## config.mk

```make
export PLATFORM = sky130hd
export DESIGN_NAME = xlat_result_fmt
export DESIGN_NICKNAME = d
export VERILOG_FILES = /design/src/rtl/xrf_pkg.sv /design/src/rtl/xrf_lane_pick.sv /design/src/rtl/xrf_s2_widen.sv /design/src/rtl/xrf_pack.sv /design/src/rtl/xlat_result_fmt.sv
export SDC_FILE = /design/constraint.sdc
export NUM_CORES = 1
export LEC_CHECK = 0
export BUFFER_PORTS_ARGS = -buffer_cell sky130_fd_sc_hd__buf_4
export CAP_MARGIN = 30
export CORE_UTILIZATION = 40
export DETAILED_ROUTE_END_ITERATION = 10
export GPL_TIMING_DRIVEN = 0
export PLACE_DENSITY_LB_ADDON = 0.12
export SKIP_LAST_GASP = 1
export SYNTH_ARGS = -nofsm -noshare
export SYNTH_HDL_FRONTEND = slang
export SYNTH_SLANG_ARGS = --single-unit
export TNS_END_PERCENT = 10
```

## constraint.sdc

```tcl
create_clock -name clk -period 1.53 [get_ports clk]
set_clock_uncertainty 0.1 [all_clocks]
set_input_delay 0.3825 -clock clk [delete_from_list [all_inputs] [get_ports clk]]
set_output_delay 0.3825 -clock clk [all_outputs]
set_load 0.02 [all_outputs]
```

## src/rtl/xrf_pkg.sv

```systemverilog
package xrf_pkg;
  localparam int RES_W   = 64;
  localparam int ATTR_W  = 8;
  localparam int SHARE_W = 2;

  typedef struct packed {
    logic [ATTR_W-1:0]  cattr;
    logic [SHARE_W-1:0] share;
  } mem_attr_t;

  // Allocation hints for one widened stage-2 nibble.
  // Device outer forces 00; non-cacheable (type 01) gets 00; WT/WB get 11.
  function automatic logic [1:0] s2_hint(input logic [1:0] ty, input logic device);
    if (device)          s2_hint = 2'b00;
    else if (ty == 2'b01) s2_hint = 2'b00;
    else                 s2_hint = 2'b11;
  endfunction

  // Widen a 4-bit stage-2 memory attribute into a full cache byte.
  function automatic logic [ATTR_W-1:0] s2_widen(input logic [3:0] mattr);
    logic dev;
    dev = (mattr[3:2] == 2'b00);
    s2_widen = {mattr[3:2], s2_hint(mattr[3:2], dev),
                mattr[1:0], s2_hint(mattr[1:0], dev)};
  endfunction
endpackage

```

## src/rtl/xrf_lane_pick.sv

```systemverilog
module xrf_lane_pick #(
  parameter int IND_W = 64,
  parameter int LANE_W = 8,
  localparam int LANES = IND_W / LANE_W,
  localparam int IDX_W = $clog2(LANES)
) (
  input  logic [IND_W-1:0]  indir,
  input  logic [IDX_W-1:0]  idx,
  output logic [LANE_W-1:0] lane
);
  logic [LANE_W-1:0] lane_arr [LANES];

  for (genvar g = 0; g < LANES; g++) begin : g_lane
    assign lane_arr[g] = indir[g*LANE_W +: LANE_W];
  end

  assign lane = lane_arr[idx];
endmodule

```

## src/rtl/xrf_s2_widen.sv

```systemverilog
module xrf_s2_widen
  import xrf_pkg::*;
(
  input  logic [3:0]        mattr,
  output logic [ATTR_W-1:0] cattr
);
  always_comb cattr = s2_widen(mattr);
endmodule

```

## src/rtl/xrf_pack.sv

```systemverilog
module xrf_pack
  import xrf_pkg::*;
#(
  parameter int PA_W  = 48,
  parameter int FSC_W = 6,
  localparam int PG_LSB   = 12,
  localparam int ATTR_LSB = RES_W - ATTR_W,
  localparam int SH_LSB   = 7,
  localparam int NS_BIT   = 9
) (
  input  mem_attr_t          attr,
  input  logic [PA_W-1:0]    pa,
  input  logic               ns,
  input  logic               fault,
  input  logic [FSC_W-1:0]   fsc,
  output logic [RES_W-1:0]   word
);
  logic [PG_LSB-1:0] unused_pa_low;
  assign unused_pa_low = pa[PG_LSB-1:0];

  always_comb begin
    word = '0;
    if (fault) begin
      word[0]       = 1'b1;
      word[FSC_W:1] = fsc;
    end else begin
      word[RES_W-1:ATTR_LSB]        = attr.cattr;
      word[PA_W-1:PG_LSB]           = pa[PA_W-1:PG_LSB];
      word[NS_BIT]                  = ns;
      word[SH_LSB+SHARE_W-1:SH_LSB] = attr.share;
    end
  end
endmodule

```

## src/rtl/xlat_result_fmt.sv

```systemverilog
module xlat_result_fmt
  import xrf_pkg::*;
#(
  parameter int PA_W   = 48,
  parameter int DESC_W = 8,
  parameter int IND_W  = 64,
  parameter int FSC_W  = 6,
  localparam int IDX_W = $clog2(IND_W / ATTR_W)
) (
  input  logic              clk,
  input  logic              rst_n,
  input  logic              in_valid,
  input  logic              stage2_in,
  input  logic [DESC_W-1:0] desc_in,
  input  logic [IND_W-1:0]  indir_in,
  input  logic [PA_W-1:0]   pa_in,
  input  logic              ns_in,
  input  logic              fault_in,
  input  logic [FSC_W-1:0]  fsc_in,
  output logic              res_valid,
  output logic [RES_W-1:0]  res_word
);
  logic [ATTR_W-1:0] s1_byte, s2_byte;
  mem_attr_t         attr_sel;
  logic [RES_W-1:0]  word_next;
  logic [1:0]        unused_perm;

  assign unused_perm = desc_in[5:4];

  xrf_lane_pick #(.IND_W(IND_W), .LANE_W(ATTR_W)) u_pick (
    .indir(indir_in), .idx(desc_in[IDX_W-1:0]), .lane(s1_byte)
  );

  xrf_s2_widen u_widen (.mattr(desc_in[3:0]), .cattr(s2_byte));

  always_comb begin
    attr_sel.cattr = stage2_in ? s2_byte : s1_byte;
    attr_sel.share = desc_in[DESC_W-1:DESC_W-2];
  end

  xrf_pack #(.PA_W(PA_W), .FSC_W(FSC_W)) u_pack (
    .attr(attr_sel), .pa(pa_in), .ns(ns_in), .fault(fault_in),
    .fsc(fsc_in), .word(word_next)
  );

  always_ff @(posedge clk) begin
    if (!rst_n) begin
      res_valid <= 1'b0;
      res_word  <= '0;
    end else begin
      res_valid <= in_valid;
      if (in_valid) res_word <= word_next;
    end
  end

  // Named probes for the assertions: shift-based lane pick and event wires
  logic [ATTR_W-1:0] probe_s1;
  logic              ev_ok_s1, ev_ok_s2, ev_fault;
  assign probe_s1 = ATTR_W'(indir_in >> {desc_in[IDX_W-1:0], 3'b000});
  assign ev_ok_s1 = in_valid && !fault_in && !stage2_in;
  assign ev_ok_s2 = in_valid && !fault_in && stage2_in;
  assign ev_fault = in_valid && fault_in;

  AST_S1_LANE: assert property (@(posedge clk) disable iff (!rst_n)
    ev_ok_s1 |=> res_word[63:56] == $past(probe_s1));
  AST_SHARE_SRC: assert property (@(posedge clk) disable iff (!rst_n)
    (in_valid && !fault_in) |=> res_word[8:7] == $past(desc_in[7:6]));
  AST_S2_TYPES: assert property (@(posedge clk) disable iff (!rst_n)
    ev_ok_s2 |=> (res_word[63:62] == $past(desc_in[3:2]) &&
                  res_word[59:58] == $past(desc_in[1:0])));
  AST_S2_NC_HINT: assert property (@(posedge clk) disable iff (!rst_n)
    (ev_ok_s2 && desc_in[3:2] == 2'b01) |=> res_word[61:60] == 2'b00);
  AST_S2_DEV_HINT: assert property (@(posedge clk) disable iff (!rst_n)
    (ev_ok_s2 && desc_in[3:2] == 2'b00) |=>
      (res_word[61:60] == 2'b00 && res_word[57:56] == 2'b00));
  AST_OK_LAYOUT: assert property (@(posedge clk) disable iff (!rst_n)
    (in_valid && !fault_in) |=> (!res_word[0] && res_word[9] == $past(ns_in) &&
      res_word[47:12] == $past(pa_in[47:12])));
  AST_FAULT_ONLY: assert property (@(posedge clk) disable iff (!rst_n)
    ev_fault |=> (res_word[0] && res_word[6:1] == $past(fsc_in) &&
                  res_word[63:7] == '0));
  AST_OK_ZEROS: assert property (@(posedge clk) disable iff (!rst_n)
    (in_valid && !fault_in) |=> (res_word[55:48] == '0 &&
      res_word[11:10] == '0 && res_word[6:1] == '0));
  AST_VALID_LAT: assert property (@(posedge clk) disable iff (!rst_n)
    in_valid |=> res_valid);
  AST_NO_SPUR: assert property (@(posedge clk) disable iff (!rst_n)
    !in_valid |=> (!res_valid && $stable(res_word)));
endmodule

```

==> impl_metrics.env, run 1 <==
export IMPL_drt_initial_drc_count=113
export IMPL_cts_root_buf="clkbuf_8"
export IMPL_seq_area_frac_synth_pct=41.6
export IMPL_dp_hpwl_um=6140
export IMPL_p_leak_uw=0.00194
export IMPL_path_cells="buf_4, inv_1, buf_2, buf_1, nor2_1"
export IMPL_vias_per_cell=5.08
export IMPL_synthMuxAreaShare_pct=10.7
export IMPL_grt_pass1_wl_um=12500
export IMPL_routedWlPerCell_um=14.4
export IMPL_io_pins=197
export IMPL_worst_path_largest_cell_delay_ns=0.39
export IMPL_critPathKind="primary input to register"
export IMPL_finalCritPeriodShare_pct=84.7
export IMPL_synth_cell_types=38
export IMPL_power_density_nw_per_um2=758
export IMPL_antenna_found_initial=0
export IMPL_drt_first_pass_iters=4
export IMPL_gr_total_overflow=0
export IMPL_clock_path_buffers=2
export IMPL_hold_viol_final=0
export IMPL_clk_latency_ns=0.30
export IMPL_synth_top_family_by_area="compound AO/OA/AOI/OAI gates"
export IMPL_diodes=0
export IMPL_design_area_sq_um=4140
export IMPL_fillers=561
export IMPL_yosys_top_cells_area="dfxtp_1, a22oi_1, mux2_2"
export IMPL_outcome="finished clean"
export IMPL_post_cts_buffers=0
export IMPL_drc=0
export IMPL_synth_seq_cells=55
export IMPL_yosysTopAreaCellShare_pct=41.6
export IMPL_synth_edf_count=0
export IMPL_cts_made_buffers=5
export IMPL_cp_end_kind="register"
export IMPL_syn2layout_area_growth_pct=56.6
export IMPL_postPlaceCellArea_sq_um=4040
export IMPL_synth_warning_count=0
export IMPL_async_reset_ff_share_pct=0
export IMPL_rows=29
export IMPL_startpoint_type="primary input"
export IMPL_pre_cts_ws_ns=-0.0757
export IMPL_fin_nets=591
export IMPL_postCtsResizedCells=0
export IMPL_path_max_fanout=10
export IMPL_synth_commonest_cells="dfxtp_1, nor2_1, a22oi_1"
export IMPL_dp_cells=529
export IMPL_vdd_ir_drop_worst_mv=0.539
export IMPL_rsz0062_at_grt="no"
export IMPL_core_area_sq_um=6350
export IMPL_synth_simple_area_share_pct=13.9
export IMPL_setup_violations=0
export IMPL_io_buffers=169
export IMPL_slew_violations=0
export IMPL_clock_fmax_ghz=0.772
export IMPL_synth_adder_area_share_pct=0
export IMPL_grt_usage_pct=21.6
export IMPL_grt_pass1_vias=2718
export IMPL_routabilityCongestion=0.810
export IMPL_cts_sinks=55
export IMPL_ctsHtreeMaxLevel=2
export IMPL_dieArea_sq_um=6940
export IMPL_synth_ff_type="dfxtp_1"
export IMPL_die_h_um=83.3
export IMPL_start_util_pct=41.6
export IMPL_cts_tree="done"
export IMPL_critPathSlowestCell="buf_1"
export IMPL_clkTransAtPathRegs_ns=0.10
export IMPL_netlist_area_sq_um=2640
export IMPL_dr_total_vias=2729
export IMPL_syn_inst=274
export IMPL_cp_data_required_time_ns=1.60
export IMPL_drive_gt1_share_pct=51.1
export IMPL_setup_ws_ns=0.234
export IMPL_period_needed_ns=1.30
export IMPL_routed_wl_um=7720
export IMPL_synth_avg_cell_area_sq_um=9.65
export IMPL_instances_no_fill=537
export IMPL_arrival_ns=1.37
export IMPL_hp_class="primary input to register"
export IMPL_synth_xor_area_share_pct=0
export IMPL_synth_most_common_cell="dfxtp_1"
export IMPL_drtAntennaViolNets=0
export IMPL_drv_cap=0
export IMPL_grt_max_degree=18
export IMPL_synth_top_area_cell="dfxtp_1"
export IMPL_synth_compound_area_share_pct=24.1
export IMPL_hold_buffers=0
export IMPL_die_w_um=83.3
-- stage by stage --
step	setup TNS (ns)	hold slack, ns	utilization, %	power, uW
after global placement	-0.230	0.347	63.7	2320
final	0	0.205	65.2	3140
after global routing	0	0.206	65.2	3290
after detailed placement	-0.678	0.360	63.7	2340
after floorplan	0	0.427	-	1950
after CTS	0	0.199	65.2	3170
-- kinds of logic (layout without fill, tap and decap cells) --
kind of cell / after synthesis / count (layout)
compound gates: 80 / 80
buf+inv: 36 / 213
flops: 55 / 55
mux: 25 / 25
other cells: 1 / 10
simple gates: 77 / 77
-- cells in the final DEF, fill, tap and decap left out, types with 4 or more instances in the layout --
cell / count
nor2_1: 49
mux2_2: 22
o22ai_1: 5
nor2b_1: 11
a211oi_1: 7
buf_6: 5
conb_1: 10
a32oi_1: 5
dfxtp_1: 55
clkbuf_8: 6
nand2_1: 4
buf_2: 8
buf_4: 180
o21ai_0: 5
a22oi_1: 45
clkbuf_1: 7
-- state kept, by name (all words and copies together) (netlist names) --
name / cells
res_word: 54
res_valid: 1
-- layer usage --
layer  share of wire [%]  track usage (%)  vias up  wire, um
met5                   0                0        -         0
met4                0.66             3.76        0        51
met3                 7.4             5.67        6       573
met2                  50             37.6       96      3850
met1                  42             27.1     1279      3250
li1                    -                -     1348         -
-- layout make-up --
type                    count  area, sq um  area share [%]
well taps                  77         96.3            2.33
clock buffers               6         82.6            1.99
multi-input cells         192         1330            32.0
repair buffers            169         1270            30.6
plain buffers              34          244            5.89
flip-flops and latches     55         1100            26.6
inverters                   2         7.51           0.181
clock inverters             2         16.3           0.393
-- power breakdown --
group	total (uW)	leakage (uW)	internal [uW]	switching, uW
registers	1520	0.000449	1490	30.0
clock network	834	0.0000474	370	464
logic	785	0.00144	433	352
-- worst paths after layout --
path	startpoint	slack, ns	endpoint	cells past startpoint
min reg2reg	res_word[61]	0.38	res_word[61]	2
min	pa_in[19]	0.21	res_word[19]	3
max	rst_n	0.23	res_word[34]	5
max reg2reg	res_word[63]	0.72	res_word[63]	2
-- critical path: cells and delay by family --
family | cells | cell delay [ns]
buffers and inverters | 4 | 0.89
AND/OR/NAND/NOR | 1 | 0.10
Power figures use the tool's default switching activity.
==> run 2, diff against run 1 <==
Settings changed: ABC_AREA set to 1, CORE_UTILIZATION 40 to 41.
Clock period 1.53 ns to 1.2 ns, I/O delays scaled along.
==> run 2 against run 1 <==
Compared with the run above:
- design area rose by 4.4%
- combinational power rose by 30%
- critical path type is now register to output port
- largest power group unchanged
- via count rose by 23%
- the flow now finishes with violations (setup timing)
- global-route usage rose by 2.0 points
- synthesized cell count rose by 55%
- hold slack got worse by 0.11 ns
- non-clock buffer count rose by 3
- clock-buffer cell count did not move
==> impl_metrics.env, run 2 <==
export IMPL_reg_largest_list="res_word: 54 flops, res_valid: 1 flops"
export IMPL_outcome="finished, violations left"
export IMPL_synth_adder_area_share_pct=0
export IMPL_cp_data_required_time_ns=0.80
export IMPL_p_clk_share_pct=29.8
export IMPL_drt_first_pass_iters=4
export IMPL_grt_pass1_vias=3145
export IMPL_drive_gt1_share_pct=39.5
export IMPL_synth_cell_types=18
export IMPL_drtAntennaViolNets=0
export IMPL_synthMuxAreaShare_pct=0
export IMPL_dieArea_sq_um=6970
export IMPL_period_needed_ns=1.20
export IMPL_finalSetupTns_ns=-0.000915
export IMPL_drv_cap=0
export IMPL_netlist_area_sq_um=2720
export IMPL_grt_usage_pct=23.6
export IMPL_routedWlPerCell_um=12.1
export IMPL_critical_path_top_delay_family="flip-flops"
export IMPL_synth_ff_type="dfxtp_1"
export IMPL_finalCritPeriodShare_pct=100
export IMPL_timing_critical_path_buf_inv=1
export IMPL_comb_power_share_pct=24.1
export IMPL_pre_cts_ws_ns=-0.329
export IMPL_routed_wl_um=8350
export IMPL_power_density_nw_per_um2=975
export IMPL_routabilityCongestion=0.865
export IMPL_cts_tree="done"
export IMPL_path_cells="buf_4"
export IMPL_synth_most_common_cell="nand2_1"
export IMPL_synth_seq_cells=55
export IMPL_yosys_top_cells_area="dfxtp_1, nand2_1, a21oi_1"
export IMPL_switching_power_uw=1120
export IMPL_die_w_um=83.5
export IMPL_gr_total_overflow=0
export IMPL_dr_total_vias=3353
export IMPL_setup_ws_ns=-0.000615
export IMPL_die_h_um=83.5
export IMPL_hp_class="primary input to register"
export IMPL_syn_inst=426
export IMPL_synth_top_area_cell="dfxtp_1"
export IMPL_critPathSlowestCell="dfxtp_1"
export IMPL_fin_nets=744
export IMPL_vias_per_cell=4.86
export IMPL_dp_hpwl_um=6530
export IMPL_p_int_uw=3090
export IMPL_synth_commonest_cells="nand2_1, dfxtp_1, a21oi_1"
export IMPL_start_util_pct=42.6
export IMPL_worst_path_largest_cell_delay_ns=0.35
export IMPL_cp_end_kind="output port"
export IMPL_cts_sinks=55
export IMPL_yosysTopAreaCellShare_pct=40.5
export IMPL_critPathKind="register to output port"
export IMPL_synth_avg_cell_area_sq_um=6.39
export IMPL_violations="setup timing"
export IMPL_hold_viol_final=0
export IMPL_p_leak_uw=0.00221
export IMPL_startpoint_type="register"
export IMPL_grt_max_degree=17
export IMPL_setup_violations=2
export IMPL_vdd_ir_drop_worst_mv=0.957
export IMPL_grt_pass1_wl_um=13500
export IMPL_clk_latency_ns=0.30
export IMPL_antenna_found_initial=0
export IMPL_synth_warning_count=0
export IMPL_rows=29
export IMPL_rsz0062_at_grt="yes"
export IMPL_largest_reg_flops=54
export IMPL_async_reset_ff_share_pct=0
export IMPL_path_max_fanout=2
export IMPL_ctsHtreeMaxLevel=2
export IMPL_switching_share_pct=26.7
export IMPL_synth_compound_area_share_pct=11.9
export IMPL_clkTransAtPathRegs_ns=0.10
export IMPL_synth_simple_area_share_pct=34.7
export IMPL_drt_initial_drc_count=94
export IMPL_diodes=0
export IMPL_clock_path_buffers=2
export IMPL_synth_edf_count=0
export IMPL_pwr_share_seq_pct=46.1
export IMPL_arrival_ns=0.80
export IMPL_io_pins=197
export IMPL_final_common_cell="buf_4"
export IMPL_clock_fmax_ghz=0.833
export IMPL_synth_top_family_by_area="simple AND/OR/NAND/NOR gates"
export IMPL_seq_area_frac_synth_pct=40.5
export IMPL_synth_xor_area_share_pct=0
export IMPL_io_buffers=170
export IMPL_mostFrequentLayoutCells="buf_4, nand2_1, a21oi_1"
export IMPL_regMostFlops="res_word"
export IMPL_slew_violations=0
export IMPL_core_area_sq_um=6390
export IMPL_p_total_uw=4220
export IMPL_cts_root_buf="clkbuf_8"
export IMPL_syn2layout_area_growth_pct=58.9
export IMPL_cts_made_buffers=5
export IMPL_drc=0
-- run 2: cell families (layout without fill, tap and decap cells) --
logic type      after synthesis  count (layout)
compound gates               63              63
other cells                   1              10
buf+inv                      75             253
simple gates                232             232
flops                        55              55
-- run 2: layout make-up --
cell class              instances  area [sq um]
fillers                       608          2060
multi-input cells             305          1320
repair buffers                170          1280
flip-flops and latches         55          1140
plain buffers                  36           230
inverters                      39           151
well taps                      77          96.3
clock buffers                   6          82.6
clock inverters                 2          35.0
-- run 2: through the flow --
step	util (%)	hold slack (ns)	instance area (sq um)	std cells
after detailed placement	65.0	0.357	4150	682
after CTS	66.9	0.0878	4270	690
after global routing	67.7	0.122	4330	690
after global placement	65.0	0.351	4150	682
final	67.7	0.0989	4330	690
after floorplan	-	0.298	2780	435
-- run 2: metal layers --
layer	vias up	GRT usage (%)	part of all wire (%)
li1	1686	-	-
met1	1529	27.4	40
met2	125	41.7	50
met3	13	6.82	8.3
met4	0	7.55	1.7
met5	-	0	0
-- run 2: path summary, 6_finish.rpt --
path,slack (ns),endpoint,cells after the start,start
hold reg to reg,0.37,res_word[7],2,res_word[7]
hold / removal,0.1,res_valid,3,rst_n
setup reg to reg,0.46,res_word[35],2,res_word[35]
setup / recovery,-0.0006,res_word[20],1,res_word[20]
-- run 2: timing repair --
item	in CTS	in global routing
hold buffers	0	0
buffers inserted	0	0
endpoints found under the setup margin	23	61
gates resized for setup	2	35
-- run 2: power by group through the flow --
stage	sequential, uW	combinational, uW	clock [uW]
after CTS	1940	1010	1290
after global routing	1950	1110	1360
final	1940	1020	1260
after global placement	1970	991	0
after detailed placement	1980	1000	0
after floorplan	2070	414	0
==> run 3, diff against run 2 <==
Settings changed: BUFFER_PORTS_ARGS -buffer_cell sky130_fd_sc_hd__buf_4 to unset, CORE_AREA set to 2 2 75 77, CORE_UTILIZATION 41 to unset, DIE_AREA set to 0 0 77 79, DONT_BUFFER_PORTS set to 1.
==> run 3 against run 2 <==
Compared with the run above:
- the flow now finishes without violations
- combinational power down 50%
- global-route usage fell by 1.4 points
- non-clock buffer count fell by 169
- worst setup slack better by 0.015 ns
- flip-flop and latch count is the same
- critical endpoint is now res_word[41]
==> impl_metrics.env, run 3 (synthesized netlist as in run 2, its figures left out) <==
export IMPL_outcome="finished clean"
export IMPL_drv_cap=0
export IMPL_clock_fmax_ghz=0.844
export IMPL_reg2reg_to="res_word[59]"
export IMPL_cts_root_buf="clkbuf_8"
export IMPL_io_buffers=0
export IMPL_diodes=0
export IMPL_critPathKind="register to output port"
export IMPL_drc=0
export IMPL_gr_total_overflow=0
export IMPL_antenna_found_initial=0
export IMPL_worstReg2RegStart="res_word[59]"
export IMPL_finalCritPeriodShare_pct=98.8
export IMPL_drt_first_pass_iters=4
export IMPL_dp_hpwl_um=5370
export IMPL_clk_latency_ns=0.31
export IMPL_power_density_nw_per_um2=1210
export IMPL_path_max_fanout=2
export IMPL_setup_violations=0
export IMPL_grt_pass1_wl_um=11000
export IMPL_drive_gt1_share_pct=10.1
export IMPL_largest_reg_flops=54
export IMPL_die_h_um=79
export IMPL_rows=27
export IMPL_cts_made_buffers=5
export IMPL_drtAntennaViolNets=0
export IMPL_final_common_cell="nand2_1"
export IMPL_ctsHtreeMaxLevel=2
export IMPL_reg_largest_list="res_word: 54 flops, res_valid: 1 flops"
export IMPL_grtUsageMet3_pct=7.95
export IMPL_slew_violations=0
export IMPL_rsz0062_at_grt="yes"
export IMPL_cts_sinks=55
export IMPL_grt_max_degree=17
export IMPL_routedWlPerCell_um=13.6
export IMPL_fin_nets=575
export IMPL_whs_ns=0.0144
export IMPL_cp_data_required_time_ns=0.80
export IMPL_cp_startpoint="res_word[41]"
export IMPL_clock_path_buffers=2
export IMPL_cts_tree="done"
export IMPL_hold_path_end="res_word[0]"
export IMPL_p_leak_uw=0.00134
export IMPL_globalRoute_busiestLayer="met2"
export IMPL_arrival_ns=0.79
export IMPL_vias_per_cell=5.24
export IMPL_routabilityCongestion=0.880
export IMPL_period_needed_ns=1.19
export IMPL_hold_start="rst_n"
export IMPL_clkTransAtPathRegs_ns=0.10
export IMPL_dieArea_sq_um=6080
export IMPL_drt_initial_drc_count=102
export IMPL_core_area_sq_um=5340
export IMPL_dr_total_vias=2704
export IMPL_use_met2_pct=36.4
export IMPL_startpoint_type="register"
export IMPL_die_w_um=77
export IMPL_hold_depth=2
export IMPL_vdd_ir_drop_worst_mv=0.869
export IMPL_finalSetupTns_ns=0
export IMPL_met1_usage_pct=27.3
export IMPL_syn2layout_area_growth_pct=9.52
export IMPL_routed_wl_um=7020
export IMPL_mostFrequentLayoutCells="nand2_1, a21oi_1, dfxtp_1"
export IMPL_reg2reg_depth=2
export IMPL_rrSetupSlack_ns=0.32
export IMPL_hp_class="primary input to register"
export IMPL_io_pins=197
export IMPL_grt_usage_pct=22.2
export IMPL_grt_pass1_vias=2446
export IMPL_cp_end_kind="output port"
export IMPL_fillers=535
export IMPL_start_util_pct=51.0
export IMPL_regMostFlops="res_word"
export IMPL_hold_viol_final=0
## run 3: how the worst max path moves through the flow
stage,end,cells past startpoint
floorplan,res_word[59],7
global placement,res_word[61],9
detailed placement,res_word[61],9
CTS,res_word[39],0
global route,res_word[30],0
finish,res_word[41],0
## run 3: metrics by stage
step | setup WS [ns] | util (%) | power [uW] | cell area (sq um) | std cells
floorplan | -0.00209 | - | 2480 | 2780 | 435
global placement | -0.195 | 53.8 | 2570 | 2870 | 507
detailed placement | -0.209 | 53.8 | 2580 | 2870 | 507
CTS | 0.00230 | 55.8 | 3630 | 2980 | 516
global route | -0.0105 | 55.8 | 3770 | 2980 | 516
finish | 0.0146 | 55.8 | 3610 | 2980 | 516
## run 3: layout make-up
type / instances / area [sq um] / area share, %
Buffer: 36 / 215 / 7.22
Clock buffer: 7 / 86.3 / 2.90
Sequential cell: 55 / 1100 / 37.0
Multi-Input combinational cell: 305 / 1320 / 44.2
Clock inverter: 1 / 8.76 / 0.294
Inverter: 39 / 149 / 5.00
Timing Repair Buffer: 1 / 10.0 / 0.336
Tap cell: 72 / 90.1 / 3.02
## run 3: power breakdown
| part | switching [uW] | total, uW | leakage, uW | internal [uW] |
|---|---|---|---|---|
| Clock | 589 | 1060 | 0.0000484 | 474 |
| Combinational | 315 | 506 | 0.000842 | 191 |
| Sequential | 139 | 2040 | 0.000450 | 1900 |
| Total | 1040 | 3610 | 0.00134 | 2560 |
## run 3: routing by layer
| metal | up-vias | part of all wire, % |
|---|---|---|
| met1 | 1221 | 42 |
| met3 | 13 | 10 |
| met4 | 0 | 1.6 |
| met2 | 118 | 47 |
| met5 | - | 0 |
| li1 | 1352 | - |
## run 3: repair_timing
item	4_1_cts	5_1_grt
gates resized for setup	1	2
setup buffers	0	0
hold buffers	1	0
hold endpoints to repair	1	0
setup endpoints to repair	1	22
